File: src/rtl/dma_irq_ctrl_pkg.sv
package dma_irq_ctrl_pkg;
   localparam int REG_W    = 32;
   localparam int MAX_CH   = 7;
   localparam int BERR_BIT = 15;
   localparam int ENA_LSB  = 16;
   localparam int GEN_BIT  = 23;
   localparam int FLG_LSB  = 24;
   localparam int MST_BIT  = 31;

   // Mask of the bits a write loads directly.
   function automatic logic [REG_W-1:0] direct_mask(input int low_w, input int nch);
      logic [REG_W-1:0] m;
      m = '0;
      for (int i = 0; i < low_w; i++) m[i] = 1'b1;
      for (int i = 0; i < nch; i++) m[ENA_LSB+i] = 1'b1;
      m[BERR_BIT] = 1'b1;
      m[GEN_BIT]  = 1'b1;
      return m;
   endfunction
endpackage

File: src/rtl/dma_irq_wr_decode.sv
module dma_irq_wr_decode #(
   parameter int          ADDR_W     = 16,
   parameter logic [15:0] REG_OFFSET = 16'h10F4,
   parameter bit          WIDEN_HALF = 1'b1
) (
   input  logic              bus_wr,
   input  logic              bus_half,
   input  logic [ADDR_W-1:0] bus_addr,
   output logic              hit
);
   localparam logic [ADDR_W-1:0] OFS = ADDR_W'(REG_OFFSET);

   logic addr_match;
   assign addr_match = (bus_addr == OFS);

   generate
      if (WIDEN_HALF) begin : g_widen
         // Half-word stores count as full word stores.
         assign hit = bus_wr & addr_match;
      end else begin : g_word_only
         assign hit = bus_wr & addr_match & ~bus_half;
      end
   endgenerate

   generate
      if (ADDR_W < 2) begin : g_bad_addr
         $error("dma_irq_wr_decode: ADDR_W too small");
      end
   endgenerate
endmodule

File: src/rtl/dma_irq_flag_cell.sv
module dma_irq_flag_cell (
   input  logic clk,
   input  logic rst_n,
   input  logic done,
   input  logic en,
   input  logic ack,
   output logic flag_d,
   output logic flag_q
);
   logic set_req;
   assign set_req = done & en;

   // A completion wins over a clearing write in the same cycle.
   always_comb begin
      if (set_req)  flag_d = 1'b1;
      else if (ack) flag_d = 1'b0;
      else          flag_d = flag_q;
   end

   always_ff @(posedge clk or negedge rst_n) begin
      if (!rst_n) flag_q <= 1'b0;
      else        flag_q <= flag_d;
   end

   a_r4_set_needs_enable: assert property (@(posedge clk) disable iff (!rst_n)
      $rose(flag_q) |-> $past(done) && $past(en));
   a_r5_ack_clears: assert property (@(posedge clk) disable iff (!rst_n)
      (ack && !(done && en)) |=> !flag_q);
   a_r5_zero_keeps: assert property (@(posedge clk) disable iff (!rst_n)
      (!ack && !done) |=> $stable(flag_q));
endmodule

File: src/rtl/dma_irq_master.sv
module dma_irq_master #(
   parameter int NUM_CH = 7
) (
   input  logic              clk,
   input  logic              rst_n,
   input  logic              berr_d,
   input  logic              gen_d,
   input  logic [NUM_CH-1:0] flags_d,
   output logic              master_q,
   output logic              irq_pulse
);
   logic master_d;
   assign master_d = berr_d | (gen_d & (|flags_d));

   always_ff @(posedge clk or negedge rst_n) begin
      if (!rst_n) begin
         master_q  <= 1'b0;
         irq_pulse <= 1'b0;
      end else begin
         master_q  <= master_d;
         irq_pulse <= master_d & ~master_q;
      end
   end

   a_r7_pulse_on_rise: assert property (@(posedge clk) disable iff (!rst_n)
      irq_pulse |-> master_q && !$past(master_q));
   a_r7_rise_gives_pulse: assert property (@(posedge clk) disable iff (!rst_n)
      $rose(master_q) |-> irq_pulse);
   a_r7_single_cycle: assert property (@(posedge clk) disable iff (!rst_n)
      irq_pulse |=> !irq_pulse);
endmodule

File: src/rtl/dma_irq_ctrl.sv
module dma_irq_ctrl
   import dma_irq_ctrl_pkg::*;
#(
   parameter int          NUM_CH     = 7,
   parameter int          LOW_W      = 6,
   parameter int          ADDR_W     = 16,
   parameter logic [15:0] REG_OFFSET = 16'h10F4,
   parameter bit          WIDEN_HALF = 1'b1
) (
   input  logic              clk,
   input  logic              rst_n,
   input  logic              bus_wr,
   input  logic              bus_half,
   input  logic [ADDR_W-1:0] bus_addr,
   input  logic [31:0]       bus_wdata,
   input  logic [NUM_CH-1:0] ch_done,
   output logic [31:0]       rd_data,
   output logic              irq_pulse
);
   localparam logic [REG_W-1:0] WMASK = direct_mask(LOW_W, NUM_CH);

   generate
      if (NUM_CH < 1 || NUM_CH > MAX_CH) begin : g_bad_ch
         $error("dma_irq_ctrl: NUM_CH out of range");
      end
      if (LOW_W < 1 || LOW_W > BERR_BIT) begin : g_bad_low
         $error("dma_irq_ctrl: LOW_W out of range");
      end
   endgenerate

   logic              hit;
   logic [LOW_W-1:0]  low_q;
   logic              berr_q, gen_q;
   logic [NUM_CH-1:0] ena_q;
   logic              berr_d, gen_d;
   logic [NUM_CH-1:0] ack, flags_d, flags_q;
   logic              master_q;

   dma_irq_wr_decode #(
      .ADDR_W(ADDR_W), .REG_OFFSET(REG_OFFSET), .WIDEN_HALF(WIDEN_HALF)
   ) u_dec (
      .bus_wr(bus_wr), .bus_half(bus_half), .bus_addr(bus_addr), .hit(hit)
   );

   assign berr_d = hit ? bus_wdata[BERR_BIT] : berr_q;
   assign gen_d  = hit ? bus_wdata[GEN_BIT]  : gen_q;
   assign ack    = hit ? bus_wdata[FLG_LSB +: NUM_CH] : '0;

   always_ff @(posedge clk or negedge rst_n) begin
      if (!rst_n) begin
         low_q  <= '0;
         berr_q <= 1'b0;
         gen_q  <= 1'b0;
         ena_q  <= '0;
      end else if (hit) begin
         low_q  <= bus_wdata[LOW_W-1:0];
         berr_q <= bus_wdata[BERR_BIT];
         gen_q  <= bus_wdata[GEN_BIT];
         ena_q  <= bus_wdata[ENA_LSB +: NUM_CH];
      end
   end

   generate
      for (genvar n = 0; n < NUM_CH; n++) begin : g_ch
         dma_irq_flag_cell u_cell (
            .clk(clk), .rst_n(rst_n),
            .done(ch_done[n]), .en(ena_q[n]), .ack(ack[n]),
            .flag_d(flags_d[n]), .flag_q(flags_q[n])
         );
      end
   endgenerate

   dma_irq_master #(.NUM_CH(NUM_CH)) u_master (
      .clk(clk), .rst_n(rst_n),
      .berr_d(berr_d), .gen_d(gen_d), .flags_d(flags_d),
      .master_q(master_q), .irq_pulse(irq_pulse)
   );

   always_comb begin
      rd_data                    = '0;
      rd_data[LOW_W-1:0]         = low_q;
      rd_data[BERR_BIT]          = berr_q;
      rd_data[ENA_LSB +: NUM_CH] = ena_q;
      rd_data[GEN_BIT]           = gen_q;
      rd_data[FLG_LSB +: NUM_CH] = flags_q;
      rd_data[MST_BIT]           = master_q;
   end

   // the registered master bit agrees with the registered fields.
   a_r6_master_tracks_fields: assert property (@(posedge clk) disable iff (!rst_n)
      master_q == (berr_q | (gen_q & (|flags_q))));
   // bits outside the loadable fields and the flags stay zero.
   a_r2_reserved_zero: assert property (@(posedge clk) disable iff (!rst_n)
      (rd_data & ~WMASK & 32'h00FF_FFFF) == '0);
   // a write elsewhere leaves the control fields alone.
   a_r2_foreign_write: assert property (@(posedge clk) disable iff (!rst_n)
      !hit |=> $stable(ena_q) && $stable(gen_q) && $stable(berr_q) && $stable(low_q));
endmodule

File: config.mk
export PLATFORM = sky130hd
export DESIGN_NAME = dma_irq_ctrl
export DESIGN_NICKNAME = d
export VERILOG_FILES = /design/src/rtl/dma_irq_ctrl_pkg.sv /design/src/rtl/dma_irq_wr_decode.sv /design/src/rtl/dma_irq_flag_cell.sv /design/src/rtl/dma_irq_master.sv /design/src/rtl/dma_irq_ctrl.sv
export SDC_FILE = /design/constraint.sdc
export NUM_CORES = 1
export LEC_CHECK = 0
export BUFFER_PORTS_ARGS = -buffer_cell sky130_fd_sc_hd__buf_2
export CORE_MARGIN = 3
export CORE_UTILIZATION = 43
export DETAILED_ROUTE_END_ITERATION = 16
export PLACE_DENSITY_LB_ADDON = 0.12
export SLEW_MARGIN = 20
export SYNTH_ARGS = -nofsm -noshare
export SYNTH_HDL_FRONTEND = slang
export SYNTH_SLANG_ARGS = --single-unit
File: constraint.sdc
create_clock -name clk -period 3.6 [get_ports clk]
set_input_delay 0.18 -clock clk [delete_from_list [all_inputs] [get_ports clk]]
set_output_delay 0.18 -clock clk [all_outputs]
set_load 0.005 [all_outputs]
; Word level (Yosys, flattened, before mapping)
; Cells that the tools add are included.
[totals]
reg_bits = 24
in_bits = 59
output_inout_bits = 33
wordCells = 44
[op_classes]
eq_ne = 1
n_mux = 17
bitwise_logic = 12
n_reduce_logical = 1
[op_table]
columns = operator, count
row1 = $eq 16x13->1 const B, 1
row2 = $mux 1, 16
row3 = $and 1x1->1, 10
row4 = $mux 7, 1
row5 = $reduce_or 7->1, 1
row6 = $not 1->1, 1
row7 = $or 1x1->1, 1

; Logic depth before layout (Yosys ltp)
; Gate-level depths: netlist of run 1.
[logic_depth]
ltp_word = 9
depth_mapped = 6

; Hierarchy
; Synthesis of run 1 repeated with hierarchy kept, for this count alone.
[unflattened]
cells_unflattened = 93
hier_area_um2 = 1147.4
[modules_own_cells]
columns = module, instances, cells_each, area_each_um2, seq_area_each_um2
row1 = dma_irq_ctrl, 1, 52, 704.4, 375.4
row2 = dma_irq_flag_cell, 7, 4, 41.3, 25.0
row3 = dma_irq_master, 1, 7, 91.3, 50.0
row4 = dma_irq_wr_decode, 1, 6, 62.6, 0.0

; Worst setup path after synthesis of run 1
; OpenSTA, ideal clock, no wires.
[synth_path]
path_kind = input to register
startpoint = input port bus_addr[11]
endpoint = register u_master.irq_pulse
setup_ps = 131
t_arrival_ps = 1813
t_required_ps = 3469
setup_slack_ps = 1656
path_stages = 6
path_cell_list = nor4b_4 nand4b_4 o31a_1 or4_1 o41ai_2 a21oi_1
[synth_via]
elab_chain_len = 9
word_cells_on_any_way = 23
[synth_lines]
columns = element, line
row1 = from (decl), dma_irq_ctrl.sv:14  ; input logic [ADDR_W-1:0] bus_addr,
row2 = $eq 16x13->1, dma_irq_wr_decode.sv:14  ; assign addr_match = (bus_addr == OFS);
row3 = $and 1x1->1, dma_irq_wr_decode.sv:19  ; assign hit = bus_wr & addr_match;
row4 = $mux 7, dma_irq_ctrl.sv:47  ; assign ack = hit ? bus_wdata[FLG_LSB +: NUM_CH] : '0;
row5 = $mux 1, dma_irq_flag_cell.sv:16  ; else if (ack) flag_d = 1'b0;
row6 = $mux 1, dma_irq_flag_cell.sv:15  ; if (set_req) flag_d = 1'b1;
row7 = net g_ch[5].u_cell.flag_d, dma_irq_flag_cell.sv:7  ; output logic flag_d,
row8 = $reduce_or 7->1, dma_irq_master.sv:13  ; assign master_d = berr_d | (gen_d & (|flags_d));
row9 = $and 1x1->1, dma_irq_master.sv:13
row10 = $or 1x1->1, dma_irq_master.sv:13
row11 = $and 1x1->1, dma_irq_master.sv:21  ; irq_pulse <= master_d & ~master_q;
row12 = to (signal assigned), dma_irq_master.sv:21
row13 = to (decl), dma_irq_master.sv:10  ; output logic irq_pulse
; The timed path passes the listed nets, and every way through them passes these cells.
; A chain may end at the register's enable or synchronous reset.

; Worst setup path in the final report of run 1
[layout_path]
startpoint = input port bus_addr[1]
endpoint = register u_master.irq_pulse
; The elaborated chain is that of the path after synthesis.

==> results by group, run 1 <==
Critical path
  – CP max stage delay: roughly 0.55 ns
  – Crit path launch: bus_addr[1]
  – Buffers & Inverters on Critical Path: 1
  – Crit path max fanout: 7
  – Crit path kind: in2reg
  – Cell Chain, Critical Path: buf_2 > nor4b_2 > nand3_1 > o31a_1 > or4_1 > o41ai_2 > a21oi_1
  – R2R Path Start: ena_q[5]
  – Critical Path End: u_master.irq_pulse
  – Reg2reg setup slack: about 1.7 ns
  – Critical Path AT: 2.12 ns
  – Levels on crit path: 7
  – CP endpoint kind: flip-flop
  – WP data required: 3.79 ns
  – Crit path max-delay family: simple AND/OR/NAND/NOR gates
  – Worst r2r dst: u_master.irq_pulse
  – Startpoint types: input pin
  – Worst-case reg-to-reg path depth: 6
  – Slowest-stage cell, CP: or4_1

Power and ir drop
  – Pwr Total: around 0.42 mW
  – Comb power frac: 9.4%
  – P_leak: about 0.96 nW
  – Clk network pwr share: about a quarter
  – Reg power frac: ~65%
  – Switching Power: roughly 0.086 mW
  – Max VDD drop: between 0.2 and 0.25 mV
  – Internal power: 0.3309 mW
  – Power per Cell Area: between 200 and 300 nW/µm²
  – Switching share of power: between 20% and 30%

Clocking
  – Worst-skew pair later-pin latency: ~0.30 ns
  – CTS Root Cell: clkbuf_4
  – CTS tree: built
  – CTS Sinks: 24
  – Worst-path clk slew: 0.11 ns
  – H-Tree Depth: 1
  – Maximum clock path buffer count: 2
  – Post-cts resize count: 0
  – Cts bufs inserted: 3

Worst hold path
  – Hold depth: 2
  – Hold Crit Class: in2reg

Finish
  – Final layout net count: 224
  – Register area: about 600 µm²
  – Commonest non-fill, non-tap cell in the layout: buf_2
  – Antenna diodes: 0
  – # fillers: between 200 and 250
  – Multi-input logic area: between 400 and 500 µm²
  – Layout cells sized above 1: between 50% and 60%
  – Area delta synth->final: 21.21%
  – Final cell count without fillers: just under 200
  – Commonest non-fill, non-tap cells in the layout: buf_2 (71), dfrtp_1 (24), nand2_1 (14), mux2_2 (14), conb_1 (9)

Global route
  – Grt total ovfl: 0
  – First-pass GRT wire length: approximately 3700 µm
  – Initial antenna violation count: 0
  – Largest net degree at the start of global routing: 25
  – Tot GR Track Use: between 10% and 20%
  – Vias in the first global route: a little over 900

STA
  – Worst Skew: about 0.00066 ns
  – Peak Freq: slightly above 500 MHz
  – Final Worst Setup Slack: between 1.5 and 2 ns
  – RSZ-0062 raised after global routing: false
  – Worst slew margin: 59.70%
  – Setup tns final: 0 ns
  – Final Max Tran Viols: 0
  – Final period util: roughly 54%
  – Slew @ Worst Pin: between 0.6 and 0.7 ns
  – Final hold vios: 0
  – Min Clock Period, post-route: 1.932 ns
  – # setup viols final: 0

Detailed routing
  – Via count: approximately 910
  – WL per Instance: between 10 and 15 µm
  – Post-DRT Antenna Nets: 0
  – Remaining DRCs: 0
  – Total Routed Length: approximately 2400 µm
  – Initial DRC count: 11
  – Via density: 4.699
  – 1st-pass router iterations: 4

Floorplan
  – Die Span Y: a little under 60 µm
  – Top Ports: 92
  – # rows: 18
  – Die width: about 60 µm
  – Starting density of the core: between 40 and 50%
  – Core area: ~2600 µm²
  – Die area: 3561 µm²

Placement
  – IO Port Bufs: 71
  – Routability Congestion: 0.6890
  – Cell total after placement: 189
  – DP HPWL: approximately 2000 µm
  – Pre-CTS setup slack: ~1.3 ns

Synth
  – Syn Area/Cell: around 12 µm²
  – Post-synthesis cell count: between 100 and 150
  – Synthesis Warnings: 0
  – #FFs+latches synth: 24
  – Synth area leaders: dfrtp_1 (48%), buf_4 (16%), mux2_2 (13%), nand2_1 (4.2%), nand2b_1 (2.0%)
  – Yosys cell types: 22
  – Post-Syn Area: roughly 1200 µm²
  – Register area share after synthesis: approximately 48%
  – Synth area leader: dfrtp_1
  – Synth top area share: 48.48%

Run
  – Max-cap viol count: 0

Outcome
  – Status: finished clean
[layer usage]
| metal | share of wire (%) | track usage, % | vias up |
|---|---|---|---|
| met2 | 52 | 26.39 | 48 |
| met1 | 36 | 14.31 | 416 |
| met5 | 0 | 0 | - |
| met4 | 0.61 | 5.696 | 0 |
| li1 | - | - | 441 |
| met3 | 11 | 2.592 | 2 |
[what timing repair did]
action	in CTS	in global routing
endpoints found under the hold margin	24	0
setup buffers	0	0
hold buffers	1	0
[registers in the layout (all words and copies together), names as in the netlist]
name and count:
ena_q 7, g_ch.u_cell.flag_q 7, low_q 6, berr_q 1
gen_q 1, u_master.irq_pulse 1, u_master.master_q 1
[synthesized netlist by cell type]
library cell and number:
nor4b_2 1, buf_4 26, a21oi_1 2, mux2_2 14, inv_1 3, conb_1 1, nand4b_4 1, buf_2 1
nand3_1 1, o31a_1 2, o31a_2 2, mux2i_1 1, nor2_1 2, nand2_1 14, a31oi_1 1, nor4b_4 1
o41ai_2 1, dfrtp_1 24, or4_1 1, and4b_1 1, o31ai_1 2, nand2b_1 4
[power groups by stage]
stage               logic [mW]  registers, mW  clock network, mW
global placement        0.0383          0.275                  0
CTS                     0.0402          0.270              0.115
floorplan               0.0151          0.275                  0
detailed placement      0.0392          0.275                  0
global route            0.0447          0.270              0.126
finish                  0.0394          0.270              0.108
[worst min path at each step]
stage	startpoint	endpoint	slack [ns]
after global placement	rst_n	berr_q	0.19
final	bus_wdata[28]	g_ch[4].u_cell.flag_q	0.1
after CTS	bus_wdata[16]	ena_q[0]	0.09
after global routing	bus_wdata[1]	low_q[1]	0.08
after floorplan	rst_n	berr_q	-0.12
after detailed placement	rst_n	berr_q	0.19
[final cells by class]
class / count / area share [%]
clock buffers: 3 / 1.500
inverters: 3 / 0.7500
multi-input cells: 60 / 30.42
flip-flops and latches: 24 / 40.00
well taps: 30 / 2.500
repair buffers: 73 / 24.83
[stage by stage]
stage | util (%) | hold WS, ns | cell area (µm²)
3_5_place_dp | 56.23 | 0.1859 | 1469
2_1_floorplan | - | -0.1156 | 1269
5_1_grt | 57.47 | 0.08413 | 1501
3_3_place_gp | 56.23 | 0.1867 | 1469
6_report | 57.47 | 0.09965 | 1501
4_1_cts | 57.47 | 0.09045 | 1501
[cell families after synthesis]
group                  Yosys count  share of synthesized area (%)
buffers and inverters           30                          17.07
muxes                           15                          13.54
DFF                             24                          48.49
AOI/OAI and AO/OA               10                          6.869
other                            1                         0.3027
and+or+nand+nor                 26                          13.74
Power figures use the tool's default switching activity.
==> run 2: changes to the inputs <==
--- a/config.mk
+++ b/config.mk
@@ -5,9 +5,10 @@
 export SDC_FILE = /design/constraint.sdc
 export NUM_CORES = 1
 export LEC_CHECK = 0
+export ABC_AREA = 1
 export BUFFER_PORTS_ARGS = -buffer_cell sky130_fd_sc_hd__buf_2
 export CORE_MARGIN = 3
-export CORE_UTILIZATION = 43
+export CORE_UTILIZATION = 37
 export DETAILED_ROUTE_END_ITERATION = 16
 export PLACE_DENSITY_LB_ADDON = 0.12
 export SLEW_MARGIN = 20
==> constraint.sdc (replaced) <==
create_clock -name clk -period 1.7 [get_ports clk]
set_input_delay 0.085 -clock clk [delete_from_list [all_inputs] [get_ports clk]]
set_output_delay 0.085 -clock clk [all_outputs]
set_load 0.005 [all_outputs]
==> run 2 against run 1 <==
Effect of this change:
- sequential share of layout area fell by 5.9 points
- worst hold slack got worse by 0.070 ns
- die area rose by 20%
- wire length rose by 24%
- total power rose by 140%
- critical path type is now reg2reg
==> results by group, run 2 <==
Outcome
  – Status: finished clean

Clocking
  – CTS tree: built
  – CTS Sinks: 24
  – Cts bufs inserted: 3
  – Worst-skew pair later-pin latency: between 0.3 and 0.4 ns
  – H-Tree Depth: 1
  – Worst-path clk slew: 0.12 ns
  – Post-cts resize count: 0
  – CTS Root Cell: clkbuf_4
  – Maximum clock path buffer count: 2

Critical path
  – Reg2reg setup slack: 0.47 ns
  – CP max stage delay: roughly 0.4 ns
  – WP data required: roughly 1.9 ns
  – Slowest-stage cell, CP: dfrtp_1
  – Cell Chain, Critical Path: nand2_1 > a21boi_0 > nand2_1 > nor2_1 > nand2_1 > nand2_1 > a21oi_1
  – Critical Path End: u_master.irq_pulse
  – CP dominant cell by count: nand2_1
  – Worst-case reg-to-reg path depth: 7
  – R2R Path Start: ena_q[1]
  – CP endpoint kind: flip-flop
  – Worst r2r dst: u_master.irq_pulse
  – Crit path launch: ena_q[1]
  – Crit path max fanout: 3
  – Crit path kind: reg2reg
  – Startpoint types: flip-flop
  – Critical Path AT: 1.43 ns

Synth
  – Synth area leader: dfrtp_1
  – Syn Area/Cell: approximately 8.1 µm²
  – Synth async-reset ratio: 100.0%
  – Top_reg_cell synth: dfrtp_1
  – Post-Syn Area: 1302 µm²
  – Synth area leaders: dfrtp_1 (46%), nand2_1 (18%), buf_4 (15%), inv_1 (3.5%), nand4_1 (3.4%)
  – Post-synthesis cell count: 160
  – Yosys cell types: 20
  – Top-count cell post-synth: nand2_1
  – Most instantiated cells after synthesis: nand2_1 (63), buf_4 (26), dfrtp_1 (24)
  – EDFF count, synth: 0
  – Synthesis Warnings: 0
  – Synth top area share: 46.11%
  – Register area share after synthesis: 46.11%
  – #FFs+latches synth: 24

STA
  – Peak Freq: just over 800 MHz
  – Final Max Tran Viols: 0
  – Min Clock Period, post-route: between 1 and 1.5 ns
  – Setup tns final: 0 ns
  – # setup viols final: 0
  – Final hold vios: 0
  – Final period util: between 70% and 80%
  – Worst Skew: approximately 0.0045 ns
  – Slew @ Worst Pin: around 0.52 ns
  – Worst slew margin: between 60% and 70%
  – RSZ-0062 raised after global routing: false
  – WHS: around 0.03 ns

Finish
  – Largest registers: ena_q x7, g_ch.u_cell.flag_q x7, low_q x6
  – Register area: around 600 µm²
  – Area delta synth->final: 35.16%
  – # fillers: approximately 330
  – Multi-input logic area: 478.0 µm²
  – Util after Layout: between 50% and 60%
  – Antenna diodes: 0
  – Commonest non-fill, non-tap cells in the layout: buf_2 (71), nand2_1 (63), dfrtp_1 (24)
  – Commonest non-fill, non-tap cell in the layout: buf_2
  – Layout cells sized above 1: between 30% and 40%
  – Final layout net count: just under 300
  – Final cell count without fillers: 278

Worst hold path
  – Hold Crit Class: in2reg

Detailed routing
  – Via density: between 4 and 5
  – WL per Instance: roughly 11 µm
  – Post-DRT Antenna Nets: 0
  – Via count: about 1200
  – Max Used Layer: met4
  – Remaining DRCs: 0
  – Initial DRC count: 41
  – Metal3 WL: about 260 µm
  – Routed wl met2: 1583 µm
  – Total Routed Length: 3025 µm
  – 1st-pass router iterations: 4
  – Met1 WL: 1159 µm

Global route
  – Initial antenna violation count: 0
  – Grt total ovfl: 0
  – Vias in the first global route: approximately 1300
  – First-pass GRT wire length: 5064 µm
  – Tot GR Track Use: approximately 15%
  – Largest net degree at the start of global routing: 25

Placement
  – Routability Congestion: roughly 0.72
  – Cell total after placement: about 260
  – IO Port Bufs: 71
  – DP HPWL: 2317 µm

Floorplan
  – Top Ports: a little over 90
  – Die width: between 60 and 70 µm
  – # rows: 20
  – Core area: between 3000 and 4000 µm²
  – Starting density of the core: 40.66%
  – Die area: about 4300 µm²
  – Die Span Y: between 60 and 70 µm

Power and ir drop
  – Max VDD drop: between 0.3 and 0.4 mV
  – Power per Cell Area: roughly 560 nW/µm²
  – P_leak: between 1 and 1.5 nW

Run
  – Max-cap viol count: 0
[run 2: cell types whose count changed in the layout (fill, tap and decap cells not counted), moves of 4 or more]
cell and change:
dlygate4sd3_1 +16, inv_1 +9, mux2_2 -14, nand2_1 +49
nand2b_1 -4, nand4_1 +7, nor2_1 +6
[run 2: stage by stage]
step	instance area, µm²	power, mW	setup WS (ns)
CTS	1760	1.003	0.4676
global route	1760	1.037	0.3518
finish	1760	0.9871	0.4735
floorplan	1333	0.6200	0.4813
detailed placement	1554	0.6738	0.1829
global placement	1554	0.6697	0.2389
[run 2: final cells by class]
cell class / count / area share [%]
flip-flops and latches: 24 / 34.12
repair buffers: 90 / 30.70
multi-input cells: 103 / 27.15
well taps: 44 / 3.127
inverters: 13 / 2.843
clock buffers: 4 / 2.061
[run 2: worst min path at each step]
stage                        startpoint  cells past startpoint               endpoint  slack [ns]
after floorplan                   rst_n                      0                 berr_q       -0.21
after global placement            rst_n                      1               low_q[1]        0.09
after detailed placement          rst_n                      1               low_q[1]         0.1
after CTS                 bus_wdata[30]                      4  g_ch[6].u_cell.flag_q        0.03
after global routing      bus_wdata[30]                      4  g_ch[6].u_cell.flag_q        0.04
final                     bus_wdata[30]                      4  g_ch[6].u_cell.flag_q        0.03
[run 2: cells by family after synthesis]
group           synth area share, %
other cells                  0.2879
flops                         46.11
compound gates                3.650
simple gates                  30.45
buf+inv                       19.50
[run 2: what timing repair did]
item | CTS | global route
setup buffers | 0 | 0
endpoints found under the hold margin | 40 | 0
setup endpoints to repair | 0 | 0
hold buffers | 17 | 0
[run 2: critical path, delay by kind of cell (launching register included)]
family,cells,cell delay (ns)
AOI/OAI and AO/OA,2,0.32
DFF,1,0.41
and+or+nand+nor,5,0.40
[run 2: report_power, final]
group          internal, mW  switching [mW]
registers             0.572        0.000459
logic                0.0701          0.0497
clock network         0.131           0.165
[run 2: routing by layer]
metal	GRT usage [%]	vias up
met1	15.56	533
met4	5.181	0
met2	29.08	52
li1	-	603
met3	2.564	2
met5	0	-
==> run 3: changes to the inputs <==
==> constraint.sdc (replaced) <==
create_clock -name clk -period 1.1 [get_ports clk]
set_input_delay 0.055 -clock clk [delete_from_list [all_inputs] [get_ports clk]]
set_output_delay 0.055 -clock clk [all_outputs]
set_load 0.005 [all_outputs]
==> run 3 against run 2 <==
Effect of this change:
- the run now ends with negative setup slack left
- register-to-register slack worse by 0.51 ns
- cell count is 4.3% higher
- worst hold slack worse by 0.0054 ns
- critical path depth stayed put
- first-iteration DRC count is 39% lower
- total power is 55% higher
- global-route usage is 1.0 points higher
- maximum frequency is 8.2% higher
- non-clock buffer count is 12 higher
- clock skew is 0.0028 ns lower
- combinational power is 59% higher
- largest power group unchanged
==> results by group, run 3 (synthesis gave the netlist of run 2 again) <==
Power and ir drop
  – Switching share of power: around 22%
  – Power per Cell Area: a little over 800 nW/µm²
  – Switching Power: roughly 0.34 mW
  – P_leak: 1.203 nW
  – Pwr Total: about 1.5 mW
  – Reg power frac: between 50% and 60%
  – Internal power: 1.198 mW
  – Max VDD drop: around 0.45 mV
  – Comb power frac: between 10 and 15%
  – Clk network pwr share: between 20% and 30%

STA
  – Final period util: 103.0%
  – Final Max Tran Viols: 0
  – Setup tns final: -0.05579 ns
  – RSZ-0062 raised after global routing: true
  – # setup viols final: 2
  – Final hold vios: 0
  – Worst Skew: 0.001644 ns
  – Final Worst Setup Slack: -0.03314 ns
  – Peak Freq: just under 900 MHz
  – Worst slew margin: approximately two thirds
  – Slew @ Worst Pin: between 0.5 and 0.6 ns
  – Min Clock Period, post-route: approximately 1.1 ns
  – WHS: 0.02471 ns

Critical path
  – CP max stage delay: between 0.4 and 0.5 ns
  – CP endpoint kind: flip-flop
  – WP data required: between 1 and 1.5 ns
  – Crit path kind: reg2reg
  – Crit path max-delay family: flip-flops
  – Crit path max fanout: 2
  – Startpoint types: flip-flop
  – Cell Chain, Critical Path: nand2_1 > a21boi_2 > nand2_1 > nor2_1 > nand2_1 > nand2_1 > a21oi_1
  – Critical Path AT: about 1.3 ns
  – Slowest-stage cell, CP: dfrtp_1
  – Buffers & Inverters on Critical Path: 0
  – CP dominant cell by count: nand2_1

Clocking
  – CTS Sinks: 24
  – Cts bufs inserted: 3
  – Worst-path clk slew: approximately 0.13 ns
  – Maximum clock path buffer count: 2
  – H-Tree Depth: 1
  – CTS tree: built
  – Worst-skew pair later-pin latency: just over 0.3 ns
  – CTS Root Cell: clkbuf_4

Finish
  – Final layout net count: ~310
  – # fillers: 308
  – Multi-input logic area: between 500 and 600 µm²
  – Register area: approximately 600 µm²
  – Antenna diodes: 0
  – Area delta synth->final: 44.67%
  – Final cell count without fillers: 290
  – Largest registers: ena_q x7, g_ch.u_cell.flag_q x7, low_q x6
  – Commonest non-fill, non-tap cell in the layout: buf_2
  – Commonest non-fill, non-tap cells in the layout: buf_2 (71), nand2_1 (63), dfrtp_1 (24)
  – Layout cells sized above 1: a little over two fifths

Run
  – Max-cap viol count: 0

Detailed routing
  – Via count: 1226
  – Via density: approximately 4.2
  – 1st-pass router iterations: 2
  – WL per Instance: 11.34 µm
  – Remaining DRCs: 0
  – Initial DRC count: 25
  – Post-DRT Antenna Nets: 0
  – Total Routed Length: about 3300 µm

Placement
  – Cell total after placement: around 270
  – DP HPWL: between 2000 and 2500 µm
  – Routability Congestion: about 0.7
  – Pre-CTS setup slack: -0.3123 ns
  – IO Port Bufs: 71

Floorplan
  – # rows: 20
  – Core area: about 3200 µm²
  – Top Ports: 92
  – Die Span Y: approximately 65 µm
  – Die area: about 4300 µm²
  – Starting density of the core: 40.66%
  – Die width: 65.33 µm

Outcome
  – Failing checks: negative setup slack
  – Status: finished with violations

Global route
  – First-pass GRT wire length: roughly 5300 µm
  – Vias in the first global route: 1247
  – Largest net degree at the start of global routing: 25
  – Tot GR Track Use: between 15 and 20%
  – Initial antenna violation count: 0
  – Grt total ovfl: 0

Worst hold path
  – Hold Crit Class: in2reg
==> run 3: what timing repair did <==
action | 4_1_cts | 5_1_grt
hold buffers | 18 | 0
setup buffers | 0 | 1
hold endpoints to repair | 40 | 0
pin swaps | 2 | 2
endpoints found under the setup margin | 2 | 2
resized for setup | 5 | 1
==> run 3: path summary, 6_finish.rpt <==
| kind | start | to | slack (ns) | depth (start not counted) |
|---|---|---|---|---|
| max | ena_q[2] | u_master.irq_pulse | -0.03 | 7 |
| max in group asynchronous | rst_n | ena_q[1] | 0.53 | 2 |
| min | ch_done[3] | g_ch[3].u_cell.flag_q | 0.02 | 5 |
| min in group asynchronous | rst_n | low_q[3] | 0.23 | 2 |
| max reg2reg | ena_q[2] | u_master.irq_pulse | -0.03 | 7 |
| min reg2reg | u_master.master_q | u_master.irq_pulse | 0.46 | 1 |
==> run 3: worst register-to-register path, stage by stage, from the launching register on <==
cell and delay, ns:
dfrtp_1 0.41, nand2_1 0.07, a21boi_2 0.17, nand2_1 0.08
nor2_1 0.11, nand2_1 0.06, nand2_1 0.07, a21oi_1 0.06
==> run 3: routing by layer <==
metal	share of wire, %	GRT usage [%]	vias up
met2	53	31.61	56
met5	0	0	-
met3	9.1	3.077	4
li1	-	-	626
met4	0.67	4.922	0
met1	37	16.30	540
==> run 3: power groups by stage <==
stage / Combinational (mW) / Sequential, mW / Clock (mW)
floorplan: 0.0572 / 0.901 / 0
global placement: 0.136 / 0.901 / 0
detailed placement: 0.141 / 0.901 / 0
CTS: 0.190 / 0.885 / 0.478
global route: 0.212 / 0.885 / 0.505
finish: 0.191 / 0.885 / 0.459
==> run 3: cell type report <==
cell class,instances,area share (%)
Inverter,13,2.855
Clock buffer,4,1.926
Multi-Input combinational cell,103,26.83
Sequential cell,24,31.87
Timing Repair Buffer,102,33.60
Tap cell,44,2.922
==> run 3: metrics by stage <==
| step | instance area [µm²] | utilization, % |
|---|---|---|
| 3_3_place_gp | 1637 | 51.09 |
| 4_1_cts | 1872 | 58.44 |
| 5_1_grt | 1884 | 58.83 |
| 6_report | 1884 | 58.83 |
| 2_1_floorplan | 1340 | - |
| 3_5_place_dp | 1637 | 51.09 |
